===== src/rtl/tsw_pkg.sv =====
package tsw_pkg;
  localparam int NLINK  = 4;               // north, south, east, west
  localparam int NOUT   = NLINK + 1;       // plus the core output
  localparam int NSRC   = NLINK + 2;       // none, four links, core
  localparam int SELW   = 3;
  localparam int INSTRW = NOUT * SELW;

  // source-select codes; 6 and 7 fall back to none
  localparam logic [SELW-1:0] SRC_NONE = 3'd0;
  localparam logic [SELW-1:0] SRC_N    = 3'd1;
  localparam logic [SELW-1:0] SRC_S    = 3'd2;
  localparam logic [SELW-1:0] SRC_E    = 3'd3;
  localparam logic [SELW-1:0] SRC_W    = 3'd4;
  localparam logic [SELW-1:0] SRC_CORE = 3'd5;

  // output field slots
  localparam int OUT_CORE = NLINK;
endpackage


===== src/rtl/tsw_seq.sv =====
// Schedule store and program counter. DEPTH must be a power of two.
module tsw_seq
  import tsw_pkg::*;
#(
  parameter int DEPTH = 16,
  parameter int AW    = $clog2(DEPTH)
) (
  input  logic              clk,
  input  logic              rst_n,
  input  logic              run_en,
  input  logic [AW-1:0]     sched_len,
  input  logic              we,
  input  logic [AW-1:0]     waddr,
  input  logic [INSTRW-1:0] wdata,
  output logic [INSTRW-1:0] instr
);
  logic [INSTRW-1:0] slots [DEPTH];
  logic [AW-1:0]     pc;

  always_ff @(posedge clk) begin
    if (!rst_n) begin
      for (int i = 0; i < DEPTH; i++) slots[i] <= '0;
    end else if (we && !run_en) begin
      slots[waddr] <= wdata;
    end
  end

  always_ff @(posedge clk) begin
    if (!rst_n || !run_en) pc <= '0;
    else if (pc == sched_len) pc <= '0;
    else pc <= pc + AW'(1);
  end

  // stopped switch applies an all-none word
  assign instr = run_en ? slots[pc] : '0;

  assert_pc_wrap_R5: assert property (@(posedge clk) disable iff (!rst_n)
    (run_en && pc == sched_len) |=> (pc == '0));
  assert_pc_step_R5: assert property (@(posedge clk) disable iff (!rst_n)
    (run_en && pc != sched_len) |=> (!run_en || pc == $past(pc) + AW'(1)));
  assert_pc_idle_R7: assert property (@(posedge clk) disable iff (!rst_n)
    !run_en |=> (pc == '0));
endmodule


===== src/rtl/tsw_fifo.sv =====
module tsw_fifo #(
  parameter int DW    = 16,
  parameter int DEPTH = 4
) (
  input  logic          clk,
  input  logic          rst_n,
  input  logic          push,
  input  logic [DW-1:0] wdata,
  input  logic          pop,
  output logic [DW-1:0] rdata,
  output logic          full,
  output logic          empty
);
  localparam int PW = (DEPTH > 1) ? $clog2(DEPTH) : 1;
  localparam int CW = $clog2(DEPTH + 1);

  logic [DW-1:0] store [DEPTH];
  logic [PW-1:0] wp, rp;
  logic [CW-1:0] cnt;

  assign full  = (cnt == CW'(DEPTH));
  assign empty = (cnt == '0);
  assign rdata = store[rp];

  always_ff @(posedge clk) begin
    if (push) store[wp] <= wdata;
  end

  always_ff @(posedge clk) begin
    if (!rst_n) begin
      wp  <= '0;
      rp  <= '0;
      cnt <= '0;
    end else begin
      if (push) wp <= (wp == PW'(DEPTH - 1)) ? '0 : wp + PW'(1);
      if (pop)  rp <= (rp == PW'(DEPTH - 1)) ? '0 : rp + PW'(1);
      cnt <= cnt + CW'(push) - CW'(pop);
    end
  end

  // callers gate push/pop; also guards the outbound side of R10
  assert_no_overflow_R8: assert property (@(posedge clk) disable iff (!rst_n)
    push |-> !full);
  assert_no_underflow_R9: assert property (@(posedge clk) disable iff (!rst_n)
    pop |-> !empty);
endmodule


===== src/rtl/tsw_xbar.sv =====
// One source multiplexer per output, driven by its own field.
module tsw_xbar
  import tsw_pkg::*;
#(
  parameter int DW = 16
) (
  input  logic [INSTRW-1:0]        instr,
  input  logic [NSRC-1:0][DW-1:0]  src_data,
  input  logic [NSRC-1:0]          src_valid,
  output logic [NOUT-1:0][DW-1:0]  sel_data,
  output logic [NOUT-1:0]          sel_valid,
  output logic                     core_read
);
  logic [NOUT-1:0] core_hit;

  for (genvar o = 0; o < NOUT; o++) begin : g_out
    logic [SELW-1:0] fld;
    logic [SELW-1:0] idx;
    assign fld = instr[o*SELW +: SELW];
    assign idx = (fld <= SRC_CORE) ? fld : SRC_NONE;
    assign sel_valid[o] = src_valid[idx];
    assign sel_data[o]  = src_data[idx];
    assign core_hit[o]  = (fld == SRC_CORE);
  end

  assign core_read = |core_hit;
endmodule


===== src/rtl/tile_switch.sv =====
module tile_switch
  import tsw_pkg::*;
#(
  parameter int DW       = 16,
  parameter int DEPTH    = 16,
  parameter int FIFO_DEP = 4,
  parameter int AW       = $clog2(DEPTH)
) (
  input  logic                    clk,
  input  logic                    rst_n,
  input  logic                    run_en,
  input  logic [AW-1:0]           sched_len,
  input  logic                    imem_we,
  input  logic [AW-1:0]           imem_addr,
  input  logic [INSTRW-1:0]       imem_wdata,
  input  logic [NLINK-1:0][DW-1:0] link_in_data,
  input  logic [NLINK-1:0]        link_in_valid,
  output logic [NLINK-1:0][DW-1:0] link_out_data,
  output logic [NLINK-1:0]        link_out_valid,
  input  logic [DW-1:0]           core_in_data,
  input  logic                    core_in_valid,
  output logic                    core_in_ready,
  output logic [DW-1:0]           core_out_data,
  output logic                    core_out_valid,
  input  logic                    core_out_ready,
  output logic                    err_empty_read,
  output logic                    err_full_write
);
  logic [INSTRW-1:0]       instr;
  logic [NSRC-1:0][DW-1:0] src_data;
  logic [NSRC-1:0]         src_valid;
  logic [NOUT-1:0][DW-1:0] sel_data;
  logic [NOUT-1:0]         sel_valid;
  logic                    core_read;
  logic [DW-1:0]           cin_head;
  logic                    cin_full, cin_empty, cout_full, cout_empty;
  logic                    cout_push;

  tsw_seq #(.DEPTH(DEPTH), .AW(AW)) u_seq (
    .clk(clk), .rst_n(rst_n), .run_en(run_en), .sched_len(sched_len),
    .we(imem_we), .waddr(imem_addr), .wdata(imem_wdata), .instr(instr)
  );

  assign core_in_ready = !cin_full;

  tsw_fifo #(.DW(DW), .DEPTH(FIFO_DEP)) u_cin (
    .clk(clk), .rst_n(rst_n),
    .push(core_in_valid && !cin_full), .wdata(core_in_data),
    .pop(core_read && !cin_empty), .rdata(cin_head),
    .full(cin_full), .empty(cin_empty)
  );

  always_comb begin
    src_data  = '0;
    src_valid = '0;
    for (int i = 0; i < NLINK; i++) begin
      src_data[i+1]  = link_in_data[i];
      src_valid[i+1] = link_in_valid[i];
    end
    src_data[NSRC-1]  = cin_head;
    src_valid[NSRC-1] = !cin_empty;
  end

  tsw_xbar #(.DW(DW)) u_xbar (
    .instr(instr), .src_data(src_data), .src_valid(src_valid),
    .sel_data(sel_data), .sel_valid(sel_valid), .core_read(core_read)
  );

  always_ff @(posedge clk) begin
    if (!rst_n) begin
      link_out_valid <= '0;
      link_out_data  <= '0;
    end else begin
      for (int i = 0; i < NLINK; i++) begin
        link_out_valid[i] <= sel_valid[i];
        if (sel_valid[i]) link_out_data[i] <= sel_data[i];
      end
    end
  end

  assign cout_push      = sel_valid[OUT_CORE] && !cout_full;
  assign core_out_valid = !cout_empty;

  tsw_fifo #(.DW(DW), .DEPTH(FIFO_DEP)) u_cout (
    .clk(clk), .rst_n(rst_n),
    .push(cout_push), .wdata(sel_data[OUT_CORE]),
    .pop(core_out_ready && !cout_empty), .rdata(core_out_data),
    .full(cout_full), .empty(cout_empty)
  );

  always_ff @(posedge clk) begin
    if (!rst_n) begin
      err_empty_read <= 1'b0;
      err_full_write <= 1'b0;
    end else begin
      if (core_read && cin_empty) err_empty_read <= 1'b1;
      if (sel_valid[OUT_CORE] && cout_full) err_full_write <= 1'b1;
    end
  end

  assert_link_idle_R7: assert property (@(posedge clk) disable iff (!rst_n)
    !run_en |=> (link_out_valid == '0));
  assert_err_empty_sticky_R9: assert property (@(posedge clk) disable iff (!rst_n)
    err_empty_read |=> err_empty_read);
  assert_err_full_sticky_R10: assert property (@(posedge clk) disable iff (!rst_n)
    err_full_write |=> err_full_write);
  assert_core_out_hold_R10: assert property (@(posedge clk) disable iff (!rst_n)
    (core_out_valid && !core_out_ready) |=> (core_out_valid && $stable(core_out_data)));
endmodule


===== config.mk =====
export PLATFORM = sky130hd
export DESIGN_NAME = tile_switch
export DESIGN_NICKNAME = d
export VERILOG_FILES = /design/src/rtl/tsw_pkg.sv /design/src/rtl/tsw_seq.sv /design/src/rtl/tsw_fifo.sv /design/src/rtl/tsw_xbar.sv /design/src/rtl/tile_switch.sv
export SDC_FILE = /design/constraint.sdc
export NUM_CORES = 1
export LEC_CHECK = 0
export BUFFER_PORTS_ARGS = -buffer_cell sky130_fd_sc_hd__buf_2
export CORE_UTILIZATION = 36
export DETAILED_ROUTE_END_ITERATION = 10
export MAX_ROUTING_LAYER = met4
export PLACE_DENSITY_LB_ADDON = 0.08
export REMOVE_ABC_BUFFERS = 1
export SLEW_MARGIN = 5
export SYNTH_ARGS = -nofsm -noshare
export SYNTH_HDL_FRONTEND = slang
export SYNTH_SLANG_ARGS = --single-unit

===== constraint.sdc =====
create_clock -name clk -period 3.9 [get_ports clk]
set_input_delay 0.195 -clock clk [delete_from_list [all_inputs] [get_ports clk]]
set_output_delay 0.195 -clock clk [all_outputs]
set_load 0.02 [all_outputs]

* Word-level counts from Yosys, hierarchy flattened
Memories as Yosys holds them, arrays and structs flattened. A register that Yosys moved wholly into a read port is not among the register bits. Cells that the tools add are included.
Storage, ports and cells: memories kept 3, latch bits 0, output and inout port bits 88, input bits 113, bits in read-only memories 0, flip-flop bits (word level) 88, logic and storage cells 113, memory bits (writable) 368
Cells by class: shift-type cells 0, multipliers 0, bitwise logic cells 0, multiplexer cells 46, div/mod/pow operators 0, reductions and logical operators 19, $add $sub $neg 9, $lt $le $gt $ge 10, equal/unequal tests 12
Memory list:
- u_seq.slots | depth 16, width 15, rd ports 1, clocked after memory_dff 1, wr ports 16, RTL line tsw_seq.sv:17 | logic [INSTRW-1:0] slots [DEPTH];
- u_cin.store | depth 4, width 16, rd ports 1, clocked after memory_dff 1, wr ports 1, RTL line tsw_fifo.sv:17 | logic [DW-1:0] store [DEPTH];
- u_cout.store | depth 4, width 16, rd ports 1, clocked after memory_dff 1, wr ports 1, RTL line tsw_fifo.sv:17
Operators by type and width (count):
- binary-select mux 16 bit (select 3 bit) | 5
- two-way mux 16 bit | 5
- two-way mux 15 bit | 2
- == test 3 bit (second input constant) | 7
- less-than comparator 3 x 4 -> 1 bit (second input constant) | 5
- two-way mux 2 bit | 8
- binary-select mux 1 bit (select 3 bit) | 5
- less-or-equal comparator 3 bit (second input constant) | 5
- two-way mux 3 bit | 5
- OR reduction 15 bit | 1
- two-way mux 1 bit | 14
- adder 2 x 1 -> 2 bit (second input constant) | 4
- == test 2 bit (second input constant) | 4
- two-way mux 4 bit | 2
- logical AND 1 bit | 7
- adder 3 x 1 -> 3 bit | 2
- zero test 1 bit | 6
- zero test 3 bit | 2
- subtractor 3 x 1 -> 3 bit | 2
- OR reduction 5 bit | 1
- adder 4 x 1 -> 4 bit (second input constant) | 1
- == test 4 bit | 1
- OR reduction 2 bit | 1
- logical OR 1 bit | 1

* Longest topological paths before layout
depth after elaboration 8, mapped depth 20, depth with buffers taken out 14

* By module
From an unflattened synthesis, not the netlist that was laid out.
Unflattened totals: cells, all modules 1850, area, all modules 24179.4 um^2
By module, submodules not included:
- tsw_seq | sequential area each 7287.0 um^2, times used 1, area each 11367.2 um^2, cells an instance 816
- tsw_fifo | sequential area each 2102.0 um^2, times used 2, area each 2803.9 um^2, cells an instance 128
- tsw_xbar | sequential area each 0.0 um^2, times used 1, area each 4518.1 um^2, cells an instance 549
- tile_switch | sequential area each 1401.3 um^2, times used 1, area each 2686.3 um^2, cells an instance 229

* Worst setup path before layout
OpenSTA, ideal clock, no wires.
path type register to register, start register, netlist name u_seq.pc[0], end register u_cin.cnt[2], slack 0.185 ns, data required time 3.772 ns, period minus slack after synthesis 3.715 ns, stages on the path, launching flop included 20, library setup time 0.128 ns, path buffers 5, arrival 3.587 ns, cell sequence dfxtp_1 buf_6 buf_8 buf_8 buf_8 mux4_2 mux2i_1 o22a_1 buf_2 nor2_2 nand2_1 a41oi_2 ha_1 inv_1 ha_1 inv_1 fa_1 xor2_1 xnor2_1 nor2_1
RTL lines:
- to (signal assigned) | RTL line tsw_fifo.sv:37 | cnt <= cnt + CW'(push) - CW'(pop);
- to (decl) | RTL line tsw_fifo.sv:19 | logic [CW-1:0] cnt;

==> metrics.cfg <==
[run_status]
run_status=finished, final reports clean

[sta]
final-hold-violation-count=0
worst_slew_margin_rel=0.276
setup_viol=0
clock.fmax_mhz=268
fin_worst_hold_slack_ns=0.0422
timing.final.max_slew_violations=0
min_period_ns=3.74
fin_skew_ns=0.0211
rsz_0062_raised_after_global_routing=false
fin_ws_ns=0.162
max_slew.worst_pin.slew_ns=1.09
post-route-period-util=0.958

[power_and_ir_drop]
p_total_mw=13.5
gate_power_share=0.191
p_clk_frac=0.376
p_int_mw=9.62
net_switching_power_mw=3.86
power_per_cell_area_nw_per_um2=489
total_leakage_power_nw=10.1
power_switching_share=0.286
vdd_ir_max_uv=296
share_seq_of_total_power=0.433

[critical_path]
worst-r2r-setup-slack_ns=0.16
r2r-end=link_out_data[32]$_SDFFE_PN0P_
crit_type=flop to flop
timing.critical_path.required_ns=4.39
cp-endpoint=link_out_data[32]$_SDFFE_PN0P_
rr_worst_depth=11
crit_family=buffers and inverters
worst_path_largest_cell_delay_ns=0.57
crit_path_start_kind=flop
worst-endpoint-arrival_ns=4.23
setup.worst_path.end_class=flop
cp_common_cell=sky130_fd_sc_hd__buf_4
critPathLaunch=u_seq.pc[2]$_SDFF_PP0_
worst-path-stages=11
worstPathMaxFanout=32
critical_path.cell_chain=buf_4, mux4_1, mux2i_1, nor2_1, nor2_4, buf_4, and3_1, buf_4, nand2_1, a32o_1, dlygate4sd3_1
worstReg2RegStart=u_seq.pc[2]$_SDFF_PP0_
worstPathBufferInverterCount=4
timing.critical_path.slowest_stage_cell=sky130_fd_sc_hd__mux4_1

[yosys]
synth_top_cells_by_area=sky130_fd_sc_hd__edfxtp_1 48%, sky130_fd_sc_hd__dfxtp_1 8.0%, sky130_fd_sc_hd__and2_1 7.0%
cell_area_after_technology_mapping_um2=23000
count_of_distinct_cell_types_in_the_synthesized_netlist=81
post-synth-top-area-cell=sky130_fd_sc_hd__edfxtp_1
yosys.area.top_type_share=0.481
synth-warning-count=0
syn-mean-instance-area_um2=13.0
synthFlopType=sky130_fd_sc_hd__edfxtp_1
synth_sequential_area_ratio=0.561
ys_seq_elements=460
syn-instance-count=1761
edff_count_synth=368
synth-async-reset-ratio=0

[drt]
wl_um=78800
drc_errors=0
drt-vias-per-instance=5.50
routed_wire_length_per_instance_um=26.8
drtPass1Iterations=5
antenna_left=0
drt_iter0_drc=1278
via_total_after_detailed_routing=16186

[place]
preCtsSetupSlack_ns=0.0624
port-buffer-count=200
dp_hpwl_um=53000
gpl.final_weighted_congestion=0.864

[clocking]
tritoncts_num_sinks=460
cts_tree=yes
cts.reportedPaths.clkPinSlew_ns=0.06
clk_path_buf_depth=3
worst_skew_pair.late_latency_ns=0.60
cts_made_buffers=53
root_buffer=sky130_fd_sc_hd__clkbuf_16
h-tree-depth=2

[global_routing]
globalRoute.busiestLayer=met2
via_count_of_the_first_global_routing_pass=16239
use_met2=0.412
grt_antenna_before_repair=7
grt.total_usage=0.250
grt-ovfl-total=0
grt.met3_usage=0.0344
grt_first_pass_wirelength_um=113000
largest_net_degree_at_the_start_of_global_routing=33
grt_util_met1=0.317

[final_layout]
filler_cell_count=5936
most_frequent_standard_cell_in_the_layout_excluding_fill_and_tap_cells=sky130_fd_sc_hd__edfxtp_1
area_growth_pct=20.0
fin_nets=2179
post_route_cells_drive_above_1_share=0.273
layout.cells.most_common_list=368 x sky130_fd_sc_hd__edfxtp_1, 258 x sky130_fd_sc_hd__and2_1, 200 x sky130_fd_sc_hd__buf_2

[floorplan]
starting_density_of_the_core=0.364
die_y_um=255
core.rowCount=92
fp.coreArea_um2=63100
dieWidth_um=255
dieArea_um2=64800
ports=201

[hold_path]
holdCritPathClass=input pin to flop

[job]
maxCapViolations=0

## sequential cells by signal (all words and copies together) (netlist names), named ones only
| register | cells |
|---|---|
| err_empty_read | 1 |
| err_full_write | 1 |
| link_out_data | 64 |
| link_out_valid | 4 |
| u_cin.cnt | 3 |
| u_cin.rp | 2 |
| u_cin.store | 64 |
| u_cin.wp | 2 |
| u_cout.cnt | 3 |
| u_cout.rp | 2 |
| u_cout.store | 64 |
| u_cout.wp | 2 |
| u_seq.pc | 4 |
| u_seq.slots | 240 |
## cell families after synthesis
| logic type | Yosys count | share of synthesized area |
|---|---|---|
| AO/OA/AOI/OAI | 336 | 0.110 |
| XOR/XNOR | 10 | 0.00381 |
| AND/OR/NAND/NOR | 542 | 0.128 |
| buffers and inverters | 156 | 0.0361 |
| flip-flops | 460 | 0.561 |
| adder cells (fa/ha/maj) | 17 | 0.00991 |
| multiplexers | 240 | 0.151 |
## stage by stage
step                instances  area, um^2  setup TNS (ns)   util
global route             2943       27600               0  0.437
detailed placement       2790       25300               0  0.401
CTS                      2928       27500               0  0.435
global placement         2790       25300               0  0.401
finish                   2944       27600               0  0.437
floorplan                1625       22200         -390.20      -
## power groups by stage
stage	combinational, mW	clock, mW	sequential, mW
4_1_cts	2.59	5.18	5.84
3_5_place_dp	2.55	0	5.94
3_3_place_gp	2.52	0	5.93
5_1_grt	2.76	5.35	5.87
6_report	2.57	5.07	5.83
2_1_floorplan	1.35	0	6.00
## timing repair
action,CTS,global route
hold endpoints to repair,86,0
hold buffers,41,0
buffers inserted,0,8
gates resized for setup,0,1
endpoints found under the setup margin,0,68
## tightest hold or removal path, stage by stage
cell and delay (ns):
sky130_fd_sc_hd__buf_2 0.13, sky130_fd_sc_hd__a21oi_1 0.07, sky130_fd_sc_hd__o21ai_0 0.07, sky130_fd_sc_hd__a32o_1 0.15
## per-layer routing
metal | wire length [um] | vias to the layer above
met1 | 33500 | 8158
met4 | 2470 | 0
li1 | - | 7318
met5 | 0 | -
met3 | 4320 | 141
met2 | 38600 | 569
## how the worst min path moves through the flow
stage	start	end	slack [ns]	cells past startpoint
after global routing	link_in_data[42]	link_out_data[42]$_SDFFE_PN0P_	0.05	4
final	link_in_data[4]	link_out_data[52]$_SDFFE_PN0P_	0.04	4
after CTS	link_in_data[36]	link_out_data[36]$_SDFFE_PN0P_	0.003	4
after detailed placement	core_in_data[15]	u_cin.store[3][15]$_DFFE_PP_	0.42	1
after floorplan	core_in_data[0]	u_cin.store[0][0]$_DFFE_PP_	0.29	0
after global placement	core_in_data[3]	u_cin.store[2][3]$_DFFE_PP_	0.41	1
## cell usage after synthesis (8+ instances only)
master / instances
sky130_fd_sc_hd__a21oi_1: 77
sky130_fd_sc_hd__a21oi_2: 12
sky130_fd_sc_hd__a221oi_1: 37
sky130_fd_sc_hd__a22o_1: 8
sky130_fd_sc_hd__a22oi_1: 17
sky130_fd_sc_hd__a32o_1: 27
sky130_fd_sc_hd__and2_1: 258
sky130_fd_sc_hd__and3_1: 9
sky130_fd_sc_hd__buf_1: 9
sky130_fd_sc_hd__buf_2: 30
sky130_fd_sc_hd__buf_6: 13
sky130_fd_sc_hd__clkbuf_1: 71
sky130_fd_sc_hd__dfxtp_1: 92
sky130_fd_sc_hd__edfxtp_1: 368
sky130_fd_sc_hd__ha_1: 15
sky130_fd_sc_hd__inv_1: 19
sky130_fd_sc_hd__mux2_2: 37
sky130_fd_sc_hd__mux2i_1: 125
sky130_fd_sc_hd__mux4_1: 16
sky130_fd_sc_hd__mux4_2: 60
sky130_fd_sc_hd__nand2_1: 146
sky130_fd_sc_hd__nand2b_1: 11
sky130_fd_sc_hd__nand3_1: 19
sky130_fd_sc_hd__nand3b_1: 8
sky130_fd_sc_hd__nor2_1: 41
sky130_fd_sc_hd__nor3_1: 13
sky130_fd_sc_hd__o211ai_1: 24
sky130_fd_sc_hd__o211ai_2: 10
sky130_fd_sc_hd__o21ai_0: 41
sky130_fd_sc_hd__o22ai_1: 11
sky130_fd_sc_hd__o311ai_0: 12
sky130_fd_sc_hd__xnor2_1: 8
## cell type report
cell class	count	area, um^2	share of cell area
Sequential cell	460	12900	0.468
Multi-Input combinational cell	1145	9310	0.338
Timing Repair Buffer	369	2480	0.0900
Clock buffer	67	1430	0.0519
Tap cell	846	1060	0.0384
Clock inverter	30	304	0.0110
Inverter	20	75.1	0.00272
Antenna cell	7	17.5	0.000635
No activity file was read; power rests on OpenSTA's default activity.
